### src/rtl/sb_pkg.sv
package sb_pkg;

  localparam int NUM_UNITS = 5;
  localparam int UNIT_W    = 3;
  localparam int CLS_W     = 2;

  typedef enum logic [CLS_W-1:0] {
    CLS_INT = 2'd0,
    CLS_MUL = 2'd1,
    CLS_ADD = 2'd2,
    CLS_DIV = 2'd3
  } fu_class_e;

  // class served by the unit at vector position idx (unit ID idx+1)
  function automatic fu_class_e unit_class(input int idx);
    case (idx)
      0:       return CLS_INT;
      1, 2:    return CLS_MUL;
      3:       return CLS_ADD;
      default: return CLS_DIV;
    endcase
  endfunction

  // isolate the lowest set bit
  function automatic logic [NUM_UNITS-1:0] lowest_one(input logic [NUM_UNITS-1:0] v);
    return v & (~v + 1'b1);
  endfunction

  // vector position to unit ID, 0 when the vector is empty
  function automatic logic [UNIT_W-1:0] onehot_to_id(input logic [NUM_UNITS-1:0] v);
    logic [UNIT_W-1:0] id;
    id = '0;
    for (int i = 0; i < NUM_UNITS; i++)
      if (v[i]) id = UNIT_W'(i + 1);
    return id;
  endfunction

endpackage

### src/rtl/sb_issue_sel.sv
module sb_issue_sel
  import sb_pkg::*;
(
  input  logic                 req,
  input  fu_class_e            cls,
  input  logic [NUM_UNITS-1:0] busy,
  input  logic                 dst_pending,
  output logic                 accept,
  output logic [NUM_UNITS-1:0] load_vec,
  output logic [UNIT_W-1:0]    unit_id_o
);

  logic [NUM_UNITS-1:0] cand;
  logic [NUM_UNITS-1:0] pick;

  // free units able to execute the requested class
  always_comb begin
    for (int i = 0; i < NUM_UNITS; i++)
      cand[i] = !busy[i] && (unit_class(i) == cls);
  end

  assign pick      = lowest_one(cand);
  assign accept    = req && (|cand) && !dst_pending;
  assign load_vec  = accept ? pick : '0;
  assign unit_id_o = accept ? onehot_to_id(pick) : '0;

endmodule

### src/rtl/sb_fu_entry.sv
module sb_fu_entry
  import sb_pkg::*;
#(
  parameter int REG_W    = 4,
  parameter int UNIT_IDX = 0
) (
  input  logic              clk,
  input  logic              rst_n,
  input  logic              load,
  input  fu_class_e         ld_op,
  input  logic [REG_W-1:0]  ld_fi,
  input  logic [REG_W-1:0]  ld_fj,
  input  logic [REG_W-1:0]  ld_fk,
  input  logic [UNIT_W-1:0] ld_qj,
  input  logic [UNIT_W-1:0] ld_qk,
  input  logic              rd_gnt,
  input  logic              ex_done,
  input  logic              wb_gnt,
  input  logic              wb_valid,
  input  logic [UNIT_W-1:0] wb_unit,
  output logic              busy,
  output logic              rd_req,
  output logic              done,
  output logic              rj,
  output logic              rk,
  output logic [REG_W-1:0]  fi,
  output logic [REG_W-1:0]  fj,
  output logic [REG_W-1:0]  fk
);

  fu_class_e         op_q;
  logic              read_q;
  logic [UNIT_W-1:0] qj_q;
  logic [UNIT_W-1:0] qk_q;

  // a producer named by qj/qk is broadcasting its result this cycle
  logic j_wake, k_wake;
  assign j_wake = wb_valid && (qj_q != '0) && (qj_q == wb_unit);
  assign k_wake = wb_valid && (qk_q != '0) && (qk_q == wb_unit);

  always_ff @(posedge clk or negedge rst_n) begin
    if (!rst_n) begin
      busy   <= 1'b0;
      read_q <= 1'b0;
      done   <= 1'b0;
      op_q   <= CLS_INT;
      fi     <= '0;
      fj     <= '0;
      fk     <= '0;
      qj_q   <= '0;
      qk_q   <= '0;
      rj     <= 1'b0;
      rk     <= 1'b0;
    end else if (load) begin
      busy   <= 1'b1;
      read_q <= 1'b0;
      done   <= 1'b0;
      op_q   <= ld_op;
      fi     <= ld_fi;
      fj     <= ld_fj;
      fk     <= ld_fk;
      qj_q   <= ld_qj;
      qk_q   <= ld_qk;
      rj     <= (ld_qj == '0);
      rk     <= (ld_qk == '0);
    end else if (wb_gnt) begin
      busy   <= 1'b0;
      read_q <= 1'b0;
      done   <= 1'b0;
      rj     <= 1'b0;
      rk     <= 1'b0;
      qj_q   <= '0;
      qk_q   <= '0;
    end else begin
      if (rd_gnt) begin
        read_q <= 1'b1;
        rj     <= 1'b0;
        rk     <= 1'b0;
      end else begin
        if (j_wake) begin
          rj   <= 1'b1;
          qj_q <= '0;
        end
        if (k_wake) begin
          rk   <= 1'b1;
          qk_q <= '0;
        end
      end
      if (ex_done && busy && read_q)
        done <= 1'b1;
    end
  end

  assign rd_req = busy && !read_q && rj && rk;


  op_match_chk: assert property (@(posedge clk) disable iff (!rst_n)
    busy |-> (op_q == unit_class(UNIT_IDX)));


  single_read_chk: assert property (@(posedge clk) disable iff (!rst_n)
    read_q |-> !rd_gnt);


  early_done_ignored_chk: assert property (@(posedge clk) disable iff (!rst_n)
    (ex_done && !read_q && !load) |=> !done);


  busy_hold_chk: assert property (@(posedge clk) disable iff (!rst_n)
    (busy && !wb_gnt) |=> busy);

endmodule

### src/rtl/sb_wb_arb.sv
module sb_wb_arb
  import sb_pkg::*;
(
  input  logic                 clk,
  input  logic                 rst_n,
  input  logic [NUM_UNITS-1:0] req,
  output logic [NUM_UNITS-1:0] grant
);

  assign grant = lowest_one(req);


  one_write_chk: assert property (@(posedge clk) disable iff (!rst_n)
    $onehot0(grant));

endmodule

### src/rtl/scoreboard_ctrl.sv
module scoreboard_ctrl
  import sb_pkg::*;
#(
  parameter int REG_W = 4
) (
  input  logic                 clk,
  input  logic                 rst_n,
  input  logic                 iss_valid,
  input  logic [CLS_W-1:0]     iss_class,
  input  logic [REG_W-1:0]     iss_dst,
  input  logic [REG_W-1:0]     iss_src_a,
  input  logic [REG_W-1:0]     iss_src_b,
  output logic                 iss_ready,
  output logic [UNIT_W-1:0]    iss_unit,
  output logic [NUM_UNITS-1:0] rd_grant,
  input  logic [NUM_UNITS-1:0] ex_done,
  output logic [NUM_UNITS-1:0] wb_grant,
  output logic [REG_W-1:0]     wb_reg
);

  localparam int NUM_REGS = 1 << REG_W;

  // register result status: unit that will write each register, 0 = none
  logic [UNIT_W-1:0] res_stat [NUM_REGS];

  logic [NUM_UNITS-1:0] busy_v, rd_req_v, done_v, rj_v, rk_v, load_v, wb_req_v;
  logic [REG_W-1:0]     fi_v [NUM_UNITS];
  logic [REG_W-1:0]     fj_v [NUM_UNITS];
  logic [REG_W-1:0]     fk_v [NUM_UNITS];

  logic              wb_valid;
  logic [UNIT_W-1:0] wb_unit;
  logic              dst_pending;
  logic [UNIT_W-1:0] qj_new, qk_new;
  fu_class_e         cls_in;

  assign cls_in      = fu_class_e'(iss_class);
  assign dst_pending = (res_stat[iss_dst] != '0);

  // a producer writing back this cycle counts as already done for a newcomer
  assign qj_new = (wb_valid && res_stat[iss_src_a] == wb_unit) ? '0 : res_stat[iss_src_a];
  assign qk_new = (wb_valid && res_stat[iss_src_b] == wb_unit) ? '0 : res_stat[iss_src_b];

  sb_issue_sel u_issue (
    .req        (iss_valid),
    .cls        (cls_in),
    .busy       (busy_v),
    .dst_pending(dst_pending),
    .accept     (iss_ready),
    .load_vec   (load_v),
    .unit_id_o  (iss_unit)
  );

  for (genvar g = 0; g < NUM_UNITS; g++) begin : g_unit
    sb_fu_entry #(
      .REG_W   (REG_W),
      .UNIT_IDX(g)
    ) u_entry (
      .clk     (clk),
      .rst_n   (rst_n),
      .load    (load_v[g]),
      .ld_op   (cls_in),
      .ld_fi   (iss_dst),
      .ld_fj   (iss_src_a),
      .ld_fk   (iss_src_b),
      .ld_qj   (qj_new),
      .ld_qk   (qk_new),
      .rd_gnt  (rd_grant[g]),
      .ex_done (ex_done[g]),
      .wb_gnt  (wb_grant[g]),
      .wb_valid(wb_valid),
      .wb_unit (wb_unit),
      .busy    (busy_v[g]),
      .rd_req  (rd_req_v[g]),
      .done    (done_v[g]),
      .rj      (rj_v[g]),
      .rk      (rk_v[g]),
      .fi      (fi_v[g]),
      .fj      (fj_v[g]),
      .fk      (fk_v[g])
    );


    rd_wb_split_chk: assert property (@(posedge clk) disable iff (!rst_n)
      (rd_grant[g] && wb_valid) |-> (fj_v[g] != wb_reg && fk_v[g] != wb_reg));
  end

  // operand reads are not limited in number
  assign rd_grant = rd_req_v;

  // WAR: an unread, ready source equal to a finished unit's destination
  always_comb begin
    for (int w = 0; w < NUM_UNITS; w++) begin
      logic hit;
      hit = 1'b0;
      for (int e = 0; e < NUM_UNITS; e++) begin
        if (e != w && busy_v[e] &&
            ((rj_v[e] && fj_v[e] == fi_v[w]) || (rk_v[e] && fk_v[e] == fi_v[w])))
          hit = 1'b1;
      end
      wb_req_v[w] = done_v[w] && !hit;
    end
  end

  sb_wb_arb u_arb (
    .clk  (clk),
    .rst_n(rst_n),
    .req  (wb_req_v),
    .grant(wb_grant)
  );

  assign wb_valid = |wb_grant;
  assign wb_unit  = onehot_to_id(wb_grant);

  always_comb begin
    wb_reg = '0;
    for (int i = 0; i < NUM_UNITS; i++)
      if (wb_grant[i]) wb_reg = fi_v[i];
  end

  always_ff @(posedge clk or negedge rst_n) begin
    if (!rst_n) begin
      for (int r = 0; r < NUM_REGS; r++) res_stat[r] <= '0;
    end else begin
      for (int r = 0; r < NUM_REGS; r++) begin
        if (iss_ready && iss_dst == REG_W'(r))
          res_stat[r] <= iss_unit;
        else if (wb_valid && wb_reg == REG_W'(r))
          res_stat[r] <= '0;
      end
    end
  end


  waw_block_chk: assert property (@(posedge clk) disable iff (!rst_n)
    iss_ready |-> (res_stat[iss_dst] == '0));


  wb_release_chk: assert property (@(posedge clk) disable iff (!rst_n)
    wb_valid |=> (res_stat[$past(wb_reg)] == '0));

endmodule

### config.mk
export PLATFORM = sky130hd
export DESIGN_NAME = scoreboard_ctrl
export DESIGN_NICKNAME = d
export VERILOG_FILES = /design/src/rtl/sb_pkg.sv /design/src/rtl/sb_issue_sel.sv /design/src/rtl/sb_fu_entry.sv /design/src/rtl/sb_wb_arb.sv /design/src/rtl/scoreboard_ctrl.sv
export SDC_FILE = /design/constraint.sdc
export NUM_CORES = 1
export LEC_CHECK = 0
export BUFFER_PORTS_ARGS = -buffer_cell sky130_fd_sc_hd__clkbuf_2
export CAP_MARGIN = 20
export CORE_AREA = 2 2 153 155
export DETAILED_ROUTE_END_ITERATION = 12
export DIE_AREA = 0 0 155 157
export MAX_ROUTING_LAYER = met4
export PLACE_DENSITY = 0.63
export SLEW_MARGIN = 20
export SYNTH_ARGS = -nofsm -noshare
export SYNTH_HDL_FRONTEND = slang
export SYNTH_SLANG_ARGS = --single-unit
### constraint.sdc
create_clock -name clk -period 8.9 [get_ports clk]
set_clock_uncertainty 0.15 [all_clocks]
set_input_delay 0.89 -clock clk [delete_from_list [all_inputs] [get_ports clk]]
set_output_delay 0.89 -clock clk [all_outputs]
set_load 0.02 [all_outputs]
; Yosys cells after proc, flatten, opt, wreduce, memory -nomap -nowiden
; Index checks and enable logic that the tools add are counted.
[totals]
ff_bits = 163
wordCells = 634
inputBits = 22
output_inout_bits = 18
[classes]
order_cmp = 3
add_sub_neg = 2
n_bitwise = 7
n_eq_ne = 90
n_reduce_logical = 266
n_mux = 200
[op_table]
columns = operator, n
row1 = $mux 3, 87
row2 = $eq 4x4->1, 40
row3 = $logic_and 1x1->1, 151
row4 = $mux 1, 102
row5 = $reduce_bool 3->1, 31
row6 = $eq 4x4->1 const B, 16
row7 = $reduce_bool 2->1, 21
row8 = $reduce_bool 4->1, 10
row9 = $bmux 3 s4, 3
row10 = $eq 3x3->1, 12
row11 = $eq 4x3->1 const B, 8
row12 = $logic_or 1x1->1, 20
row13 = $mux 4, 5
row14 = $reduce_and 2->1, 10
row15 = $eq 4x2->1 const B, 4
row16 = $logic_not 1->1, 16
row17 = $ge 5x5->1 const B, 3
row18 = $ne 3x3->1 const B, 5
row19 = $not 4->5, 3
row20 = $add 5x1->5 const B, 2
row21 = $and 5x5->5, 2
row22 = $not 5->5, 2
row23 = $reduce_or 5->1, 2
row24 = $eq 4x1->1 const B, 2
row25 = other kinds (7), 11

; Longest topological paths before layout
; Gate-level depths: netlist (run 1).
[depth]
word_depth = 24
depth_mapped = 16
mapped_depth_nobuf = 14

; By module
; Synthesis (run 1) repeated with hierarchy kept, for this count alone.
[unflattened]
cells_unflattened = 1123
hier_area_um2 = 11422.2
[by_module_without_submodules]
columns = module, seq_area_each_um2, cells_each, area_each_um2, instances
row1 = scoreboard_ctrl, 1201.2, 632, 5670.4, 1
row2 = sb_fu_entry, 575.6, 93, 1108.6, 5
row3 = sb_issue_sel, 0.0, 20, 153.9, 1
row4 = sb_wb_arb, 0.0, 6, 55.1, 1

; Least setup slack after synthesis (run 1)
; OpenSTA, ideal clock, no wires.
[synth_path]
path_kind = input port to output port
from = input iss_dst[1]
to = output iss_unit[0]
t_arrival_ns = 3.265
path_slack_ns = 4.595
cell_stages = 11
path_buffers = 3
required_ns = 7.860
path_cell_list = clkbuf_1 > buf_2 > buf_2 > a21oi_1 > mux4_2 > o22ai_2 > and2_1 > nand2_1 > inv_1 > nand3_1 > nand3_1
[synth_between]
elab_chain_cells = 8
[synth_lines]
columns = element, line_no
row1 = from (decl), scoreboard_ctrl.sv:10  ; input logic [REG_W-1:0] iss_dst,
row2 = $not 4->5 (not written as such), scoreboard_ctrl.sv:38  ; assign dst_pending = (res_stat[iss_dst] != '0);
row3 = $bmux 3 s4, scoreboard_ctrl.sv:38
row4 = $mux 3 (not written as such) (2 in a row), scoreboard_ctrl.sv:38
row5 = $reduce_bool 3->1, scoreboard_ctrl.sv:38
row6 = $logic_not 1->1, sb_issue_sel.sv:23  ; assign accept = req && (|cand) && !dst_pending;
row7 = $logic_and 1x1->1, sb_issue_sel.sv:23
row8 = named net iss_ready, scoreboard_ctrl.sv:13  ; output logic iss_ready,
row9 = $mux 3, sb_issue_sel.sv:25  ; assign unit_id_o = accept ? onehot_to_id(pick) : '0;
row10 = to (decl), scoreboard_ctrl.sv:14  ; output logic [UNIT_W-1:0] iss_unit,
; The timed path passes the listed nets, and every way through them passes these cells. The select of a mux whose other input is x is not followed.

; Worst setup path in the final report (run 1)
[layout_path]
from = register g_unit[0].u_entry.fi[2]
to = output wb_reg[3]
[layout_between]
elab_chain_cells = 18
elab_cells_between_ends = 38
cone_classes = add/sub (1) / eq/ne (8) / mux (9) / bitwise (2) / reduce/logical (18)
[layout_lines]
columns = element, line_no
row1 = from (decl), sb_fu_entry.sv:26  ; output logic [REG_W-1:0] fi,
row2 = from (signal assigned), sb_fu_entry.sv:59  ; fi <= ld_fi;
row3 = $eq 4x4->1, scoreboard_ctrl.sv:98  ; ((rj_v[e] && fj_v[e] == fi_v[w]) || (rk_v[e] && fk_v[e] == fi_v[w])))
row4 = $logic_and 1x1->1, scoreboard_ctrl.sv:98
row5 = $logic_or 1x1->1, scoreboard_ctrl.sv:98
row6 = $logic_and 1x1->1, scoreboard_ctrl.sv:97  ; if (e != w && busy_v[e] &&
row7 = $mux 1 (3 in a row), scoreboard_ctrl.sv:97
row8 = $mux 1 *, scoreboard_ctrl.sv:97
row9 = $logic_not 1->1 *, scoreboard_ctrl.sv:101  ; wb_req_v[w] = done_v[w] && !hit;
row10 = $logic_and 1x1->1 *, scoreboard_ctrl.sv:101
row11 = $not 5->5, sb_pkg.sv:26  ; return v & (~v + 1'b1);
row12 = $add 5x1->5, sb_pkg.sv:26
row13 = $and 5x5->5 *, sb_pkg.sv:26
row14 = $mux 4 (4 in a row), scoreboard_ctrl.sv:118  ; if (wb_grant[i]) wb_reg = fi_v[i];
row15 = $mux 4 *, scoreboard_ctrl.sv:118
row16 = to (decl), scoreboard_ctrl.sv:18  ; output logic [REG_W-1:0] wb_reg
; Mark *: on every way between the ends. The rest lies on a longest branch, timed or not.

==> flow_summary.json, run 1 <==
{
  "status": "finished, final reports clean",
  "setup_viol": 0,
  "clkTransAtPathRegs_ns": 0.07,
  "drt-total-wl_um": 34600,
  "final_cell_mix": "dfrtp_1 (163), nand2_1 (125), xnor2_1 (96)",
  "ys.warnings.count": 0,
  "cts_hold_buf": 0,
  "rsz0062_at_grt": "no",
  "grt_start_max_net_pins": 85,
  "rows": 55,
  "die_x_um": 155,
  "diodes": 0,
  "tritoncts": "done",
  "crit_required_ns": 7.86,
  "wire_per_inst_um": 25.7,
  "first_pass_iters": 6,
  "min_period_over_period_pct": 61.9,
  "mostFrequentLayoutCell": "dfrtp_1",
  "maxSlewViolCount": 0,
  "ys_seq_elements": 163,
  "cts_resized": 0,
  "grt_usage_pct": 30.5,
  "syn_area_per_cell_um2": 9.84,
  "antenna_found_initial": 1,
  "arrival_ns": 4.47,
  "leakage_nw": 5.28,
  "clockRootBuffer": "clkbuf_16",
  "gr-total-overflow": 0,
  "end_kind": "output pin",
  "area_growth_pct": 5.06,
  "hold_violations": 0,
  "crit_type": "reg -> out",
  "grt_first_pass_wirelength_um": 54300,
  "cp-start-kind": "register",
  "ys_types": 78,
  "route.detailed.drc": 0,
  "ant_nets": 0,
  "drive_gt1_share_pct": 16.2,
  "cts_sinks": 163,
  "clk_latency_ns": 0.44,
  "ir_worst_vdd_mv": 0.107,
  "drt_iter0_drc": 1109,
  "synth_edf_count": 0,
  "cts.path.max_buffers": 2,
  "finalSetupTns_ns": 0,
  "die_h_um": 157,
  "synth_flop_cell": "dfrtp_1",
  "grt_pass1_vias": 8764,
  "dr_total_vias": 8854,
  "fmax_mhz": 182,
  "synth_fp_nets": 1128,
  "synthArstFlopShare_pct": 100,
  "powerDensity_nw_per_um2": 137,
  "io_pins": 40,
  "routabilityCongestion": 0.958,
  "numCtsBuffers": 17,
  "h-tree-depth": 4,
  "fill_cells": 2036,
  "relSlewSlack_pct": 27.4,
  "maxCapViolCount": 0,
  "fin_cells": 1347,
  "via_per_inst": 6.57,
  "syn_inst": 1106,
  "dp_cells": 1316,
  "path_cells": "xnor2_1, nand2_1, nor4_1, o21ai_0, nand3_2, clkinv_2, nor3_4, nand2_2, inv_4, a211o_1, clkbuf_2",
  "nNetsFinal": 1072,
  "portBuffers": 39,
  "synthesis.area_um2": 10900,
  "tightest_slew_ns": 1.09,
  "yosysSeqAreaShare_pct": 37.5,
  "core_area_um2": 22500,
  "path_max_fanout": 32,
  "hold_class": "in -> async",
  "period_minus_slack_ns": 5.51,
  "dpl.hpwl_um": 23900,
  "cts_setup_buffers": 0,
  "initial_core_util_pct": 48.4,
  "die-area_um2": 24300,
  "critPathSlowestCell": "nor3_4",
  "cp_slowest_stage_delay_ns": 0.82
}
## state kept, by name (all words and copies together), names as in the netlist
| signal | flops |
|---|---|
| g_unit.u_entry.fj | 20 |
| g_unit.u_entry.busy | 5 |
| g_unit.u_entry.qk_q | 15 |
| g_unit.u_entry.qj_q | 15 |
| g_unit.u_entry.fk | 20 |
| res_stat | 48 |
| g_unit.u_entry.rk | 5 |
| g_unit.u_entry.fi | 20 |
| g_unit.u_entry.read_q | 5 |
| g_unit.u_entry.done | 5 |
| g_unit.u_entry.rj | 5 |
## final cells by class
class / instances / area [um^2] / area share [%]
clock inverter: 12 / 145 / 1.27
tap: 285 / 357 / 3.12
sequential: 163 / 4080 / 35.7
inverter: 33 / 128 / 1.12
clock buffer: 19 / 443 / 3.87
timing repair buffer: 46 / 258 / 2.25
multi-input combinational: 789 / 6020 / 52.7
## cells in the mapped netlist, drive strengths merged, types with 4 or more instances
master / instances / share of area, %
dfrtp: 163 / 37
nand2: 126 / 4.4
xnor2: 96 / 7.7
buf: 84 / 4.7
xor2: 65 / 5.2
nand3: 48 / 2.3
nor3: 44 / 2.2
o2bb2ai: 39 / 3.1
clkbuf: 37 / 1.3
mux2: 36 / 3.7
nor2: 36 / 1.2
mux4: 33 / 6.8
inv: 32 / 1.1
nor4: 29 / 1.8
a21oi: 22 / 1.0
a32o: 22 / 2.0
o21ai: 20 / 0.92
a22o: 14 / 1.1
nor2b: 13 / 0.75
and3: 11 / 0.63
o22ai: 10 / 0.63
o311ai: 9 / 0.72
nand4: 8 / 0.46
o21a: 8 / 0.55
and2: 6 / 0.37
nand2b: 6 / 0.41
nand4b: 6 / 0.48
or3: 6 / 0.34
a221o: 5 / 0.46
a2bb2oi: 5 / 0.40
a31oi: 5 / 0.29
a41oi: 5 / 0.40
o31ai: 5 / 0.34
a211oi: 4 / 0.51
mux2i: 4 / 0.37
or4b: 4 / 0.47
## path summary, 6_finish.rpt
path | start | to | slack [ns] | cells past startpoint
max in group asynchronous | rst_n | g_unit[0].u_entry.qk_q[2] | 7.01 | 2
hold / removal | rst_n | g_unit[4].u_entry.fj[2] | 0.36 | 1
setup reg to reg | g_unit[0].u_entry.fi[2] | res_stat[16] | 4.12 | 12
hold reg to reg | g_unit[3].u_entry.qj_q[1] | g_unit[3].u_entry.qj_q[1] | 0.39 | 1
min in group clk | g_unit[3].u_entry.qj_q[1] | g_unit[3].u_entry.qj_q[1] | 0.39 | 1
setup / recovery | g_unit[0].u_entry.fi[2] | wb_reg[3] | 3.39 | 11
## stage by stage
stage          cell area, um^2  setup slack [ns]  utilization [%]  hold WS [ns]  total power, mW
2_1_floorplan            10900              4.59                -         0.313            0.789
3_3_place_gp             10800              3.90             48.2         0.360            0.824
3_5_place_dp             10800              3.76             48.2         0.362            0.825
4_1_cts                  11400              3.54             50.8         0.383             1.57
5_1_grt                  11400              3.21             50.8         0.407             1.61
6_report                 11400              3.39             50.8         0.364             1.57
## layer usage
metal / wire, um / track usage (%)
met5: 0 / -
met4: 1560 / 13.2
met1: 14300 / 39.7
met2: 15600 / 46.7
met3: 3170 / 6.03
## report_power, final
| part | total, mW | switching, mW | internal, mW | leakage, nW |
|---|---|---|---|---|
| clock | 0.755 | 0.330 | 0.425 | 0.275 |
| combinational | 0.0708 | 0.0509 | 0.0199 | 2.79 |
| sequential | 0.740 | 0 | 0.740 | 2.22 |
| total | 1.57 | 0.381 | 1.19 | 5.28 |
## cell families after synthesis
family	Yosys count	share of synthesized area (%)
mux	73	10.9
buf+inv	154	7.16
xor+xnor	161	13.0
compound gates	200	14.8
simple gates	355	16.6
flops	163	37.5
## critical path: cells and delay by family, from the launching register on
kind	cells	cell delay, ns
compound gates	2	0.69
xor+xnor	1	0.18
flops	1	0.72
buf+inv	3	0.92
simple gates	5	1.47
Power figures use the tool's default switching activity.
==> run 2: changes to the inputs <==
--- a/config.mk
+++ b/config.mk
@@ -11,7 +11,7 @@
 export DETAILED_ROUTE_END_ITERATION = 12
 export DIE_AREA = 0 0 155 157
 export MAX_ROUTING_LAYER = met4
-export PLACE_DENSITY = 0.63
+export PLACE_DENSITY = 0.66
 export SLEW_MARGIN = 20
 export SYNTH_ARGS = -nofsm -noshare
 export SYNTH_HDL_FRONTEND = slang
==> constraint.sdc (replaced) <==
create_clock -name clk -period 4.5 [get_ports clk]
set_clock_uncertainty 0.15 [all_clocks]
set_input_delay 0.45 -clock clk [delete_from_list [all_inputs] [get_ports clk]]
set_output_delay 0.45 -clock clk [all_outputs]
set_load 0.02 [all_outputs]
==> flow_summary.json, run 2 (synthesis results as in run 1) <==
{
  "status": "complete, but fails checks",
  "violations": "hold timing",
  "clockRootBuffer": "clkbuf_16",
  "hold_class": "in -> async",
  "regMostFlops": "res_stat",
  "nNetsFinal": 1096,
  "crit_type": "reg -> out",
  "ant_nets": 0,
  "via_per_inst": 6.53,
  "dr_total_vias": 8951,
  "mostFrequentLayoutCell": "dfrtp_1",
  "cts_setup_buffers": 0,
  "path_max_fanout": 17,
  "ir_worst_vdd_mv": 0.316,
  "area_growth_pct": 7.19,
  "cts_sinks": 163,
  "largest_register_ffs": 48,
  "final_cell_mix": "dfrtp_1 (163), nand2_1 (125), xnor2_1 (96)",
  "fin_cells": 1370,
  "grt_pass1_vias": 8719,
  "tritoncts": "done",
  "maxCapViolCount": 0,
  "routabilityCongestion": 0.964,
  "wire_per_inst_um": 24.9,
  "leakage_nw": 5.43,
  "grt_start_max_net_pins": 101,
  "maxSlewViolCount": 0,
  "initial_core_util_pct": 48.4,
  "drive_gt1_share_pct": 18.1,
  "drt-total-wl_um": 34100,
  "powerDensity_nw_per_um2": 278,
  "fin_total_pwr_mw": 3.24,
  "die-area_um2": 24300,
  "hold_violations": 27,
  "period_minus_slack_ns": 4.35,
  "tightest_slew_ns": 0.935,
  "die_h_um": 157,
  "cp-start-kind": "register",
  "numCtsBuffers": 17,
  "drt_iter0_drc": 910,
  "h-tree-depth": 4,
  "diodes": 0,
  "dp_cells": 1340,
  "first_pass_iters": 6,
  "cts_hold_buf": 0,
  "cts_resized": 0,
  "end_kind": "output pin",
  "holdWs_ns": -0.0338,
  "rows": 55,
  "clk_latency_ns": 0.44,
  "relSlewSlack_pct": 37.7,
  "setup_viol": 0,
  "route.detailed.drc": 0,
  "io_pins": 40,
  "crit_required_ns": 3.90,
  "cts.path.max_buffers": 2,
  "gr-total-overflow": 0,
  "clkTransAtPathRegs_ns": 0.07,
  "rrSetupSlack_ns": 0.34,
  "antenna_found_initial": 0,
  "die_x_um": 155,
  "min_period_over_period_pct": 96.6,
  "rr_endpoint": "g_unit[3].u_entry.rk",
  "arrival_ns": 3.75,
  "grt_first_pass_wirelength_um": 52600,
  "finalSetupTns_ns": 0,
  "dpl.hpwl_um": 24500,
  "rsz0062_at_grt": "no",
  "reg2reg_from": "g_unit[4].u_entry.fi[1]",
  "reg2reg_depth": 10,
  "portBuffers": 39,
  "grt_usage_pct": 29.7,
  "fmax_mhz": 230,
  "core_area_um2": 22500
}
run 2: layout make-up:
class | instances | area [um^2]
Tap cell | 285 | 357
Fill cell | 1982 | 10800
Clock buffer | 18 | 439
Inverter | 33 | 128
Sequential cell | 163 | 4080
Timing Repair Buffer | 70 | 434
Clock inverter | 12 | 204
Multi-Input combinational cell | 789 | 6020
run 2: how the worst max path moves through the flow:
stage | cells after the start | startpoint | to | slack, ns
after floorplan | 11 | iss_dst[1] | iss_unit[0] | 1.07
after CTS | 10 | g_unit[4].u_entry.fi[2] | wb_reg[3] | 0.19
after detailed placement | 11 | g_unit[4].u_entry.fi[2] | res_stat[16] | 0.52
after global placement | 11 | iss_dst[1] | iss_unit[0] | 0.52
after global routing | 10 | g_unit[4].u_entry.fi[2] | wb_reg[3] | 0.008
final | 10 | g_unit[4].u_entry.fi[2] | wb_reg[3] | 0.15
run 2: where the power goes:
| part | internal [mW] | switching, mW | total [mW] |
|---|---|---|---|
| Sequential | 1.46 | 0 | 1.46 |
| Combinational | 0.0409 | 0.103 | 0.144 |
| Clock | 0.996 | 0.637 | 1.63 |
| Total | 2.50 | 0.739 | 3.24 |
run 2: metrics by stage:
step / utilization [%] / setup WS, ns / area, um^2
after floorplan: - / 1.07 / 10900
after global routing: 51.8 / 0.00844 / 11700
final: 51.8 / 0.152 / 11700
after global placement: 49.0 / 0.519 / 11000
after CTS: 51.8 / 0.194 / 11700
after detailed placement: 49.0 / 0.522 / 11000
run 2: worst max-delay path, stage by stage (launching register included):
cell and delay, ns:
dfrtp_1 0.80, xnor2_1 0.12, nand3_1 0.12, nor3_1 0.05, nor4_1 0.57, and3_1 0.45, and2_4 0.23, nand2_2 0.09
inv_4 0.14, a211o_1 0.44, clkbuf_2 0.27
run 2: metal layers:
metal	track usage [%]	up-vias	wire length (um)
li1	-	3917	-
met1	39.1	4444	13800
met2	45.2	503	15900
met3	5.92	87	3190
met4	12.1	0	1260
met5	-	-	0
==> run 3: changes to the inputs <==
--- a/config.mk
+++ b/config.mk
@@ -5,7 +5,7 @@
 export SDC_FILE = /design/constraint.sdc
 export NUM_CORES = 1
 export LEC_CHECK = 0
-export BUFFER_PORTS_ARGS = -buffer_cell sky130_fd_sc_hd__clkbuf_2
+export BUFFER_PORTS_ARGS = -buffer_cell sky130_fd_sc_hd__buf_2
 export CAP_MARGIN = 20
 export CORE_AREA = 2 2 153 155
 export DETAILED_ROUTE_END_ITERATION = 12
==> flow_summary.json, run 3 (synthesis results as in run 1) <==
{
  "wire_per_inst_um": 24.7,
  "arrival_ns": 3.68,
  "regMostFlops": "res_stat",
  "path_cells": "xnor2_1, nand3_1, nor3_1, nor4_2, and3_1, nor3_4, nand2b_4, inv_2, and2_1, a211o_1, buf_2",
  "die_h_um": 157,
  "routabilityCongestion": 0.976,
  "drt_iter0_drc": 816,
  "hold_class": "in -> reg",
  "die-area_um2": 24300,
  "maxCapViolCount": 0,
  "nNetsFinal": 1103,
  "regArea_um2": 4090,
  "worst-path-buf-inv": 2,
  "crit_type": "reg -> out",
  "tightest_slew_ns": 0.904,
  "dr_total_vias": 8945,
  "final_cell_mix": "dfrtp_1 (158), nand2_1 (125), xnor2_1 (96)",
  "setup_viol": 0,
  "end_kind": "output pin",
  "clkTransAtPathRegs_ns": 0.07,
  "gr-total-overflow": 0,
  "rsz0062_at_grt": "no",
  "rows": 55,
  "initial_core_util_pct": 48.4,
  "fill_cells": 1990,
  "crit_required_ns": 3.90,
  "final_core_util_pct": 51.8,
  "grt_first_pass_wirelength_um": 52800,
  "first_pass_iters": 7,
  "cts_setup_buffers": 0,
  "antenna_found_initial": 0,
  "via_per_inst": 6.49,
  "finalSetupTns_ns": 0,
  "route.detailed.drc": 0,
  "dpl.hpwl_um": 24200,
  "multi_input_area_um2": 6020,
  "cts.path.max_buffers": 2,
  "fin_total_pwr_mw": 3.06,
  "fmax_mhz": 234,
  "h-tree-depth": 4,
  "min_period_over_period_pct": 95.0,
  "core_area_um2": 22500,
  "io_pins": 40,
  "cp-start-kind": "register",
  "cts_sinks": 163,
  "critPathSlowestCell": "dfrtp_1",
  "critPathTopFamily": "simple AND/OR/NAND/NOR gates",
  "ir_worst_vdd_mv": 0.204,
  "area_growth_pct": 7.09,
  "path_max_fanout": 17,
  "grt_usage_pct": 29.5,
  "powerDensity_nw_per_um2": 263,
  "numCtsBuffers": 17,
  "grt_start_max_net_pins": 96,
  "period_minus_slack_ns": 4.28,
  "hold_violations": 0,
  "holdWs_ns": 0.175,
  "tritoncts": "done",
  "status": "finished, final reports clean",
  "leakage_nw": 5.44,
  "grt_pass1_vias": 8629,
  "largest_register_ffs": 48,
  "mostFrequentLayoutCell": "dfrtp_1",
  "ant_nets": 0,
  "diodes": 0,
  "drive_gt1_share_pct": 18.9,
  "portBuffers": 39,
  "maxSlewViolCount": 0,
  "clk_latency_ns": 0.44,
  "cp_slowest_stage_delay_ns": 0.73,
  "relSlewSlack_pct": 39.8,
  "die_x_um": 155,
  "clockRootBuffer": "clkbuf_16",
  "drt-total-wl_um": 34100
}
[run 3: changes by cell type in the layout (fill, tap and decap cells not counted), sizes merged]
cell         previous run  this run
clkinvlp                3         1
bufinv                  5         1
dlygate4sd3             0         1
inv                    34        40
clkinv                  3         4
clkbuf                 56        19
buf                    32        76
[run 3: what timing repair did]
item	in CTS	in global routing
setup endpoints to repair	0	1
hold buffers	1	0
hold endpoints to repair	5	0
resized for setup	0	5
[run 3: tightest hold or removal path, cell delays in order]
cell and delay, ns:
buf_2 0.10, a31oi_1 0.09, nor2_1 0.08
[run 3: where the power goes]
part,switching [mW],leakage (nW),internal [mW]
logic,0.103,2.95,0.0438
clock network,0.670,0.278,0.783
registers,0,2.21,1.46
total,0.772,5.44,2.29
[run 3: routing by layer]
layer	up-vias	part of all wire, %	track usage, %
li1	3938	-	-
met1	4468	41	39.1
met2	464	47	45.5
met3	75	8.6	5.15
met4	0	3.1	11.3
met5	-	0	-
[run 3: area by class of cell]
type / count / share of cell area, %
flip-flops and latches: 163 / 35.1
well taps: 285 / 3.06
clock buffers: 19 / 3.71
multi-input cells: 789 / 51.7
inverters: 33 / 1.10
repair buffers: 77 / 4.20
clock inverters: 13 / 1.19
[run 3: final timing paths]
| check | from | end | slack, ns | cells past startpoint |
|---|---|---|---|---|
| max | g_unit[2].u_entry.fi[3] | wb_reg[3] | 0.22 | 11 |
| min | ex_done[3] | g_unit[3].u_entry.done | 0.17 | 3 |
| max reg2reg | g_unit[2].u_entry.fi[3] | res_stat[16] | 0.45 | 13 |
| min reg2reg | g_unit[3].u_entry.read_q | g_unit[3].u_entry.read_q | 0.37 | 2 |
| max in group asynchronous | rst_n | res_stat[33] | 2.65 | 3 |
| min in group asynchronous | rst_n | g_unit[1].u_entry.fj[0] | 0.54 | 2 |
[run 3: per-stage QoR]
step	cells	setup WS (ns)	instance area, um^2
3_5_place_dp	1346	0.447	11100
5_1_grt	1379	0.0759	11700
6_report	1379	0.223	11700
2_1_floorplan	1106	1.07	10900
3_3_place_gp	1346	0.544	11100
4_1_cts	1379	0.194	11600
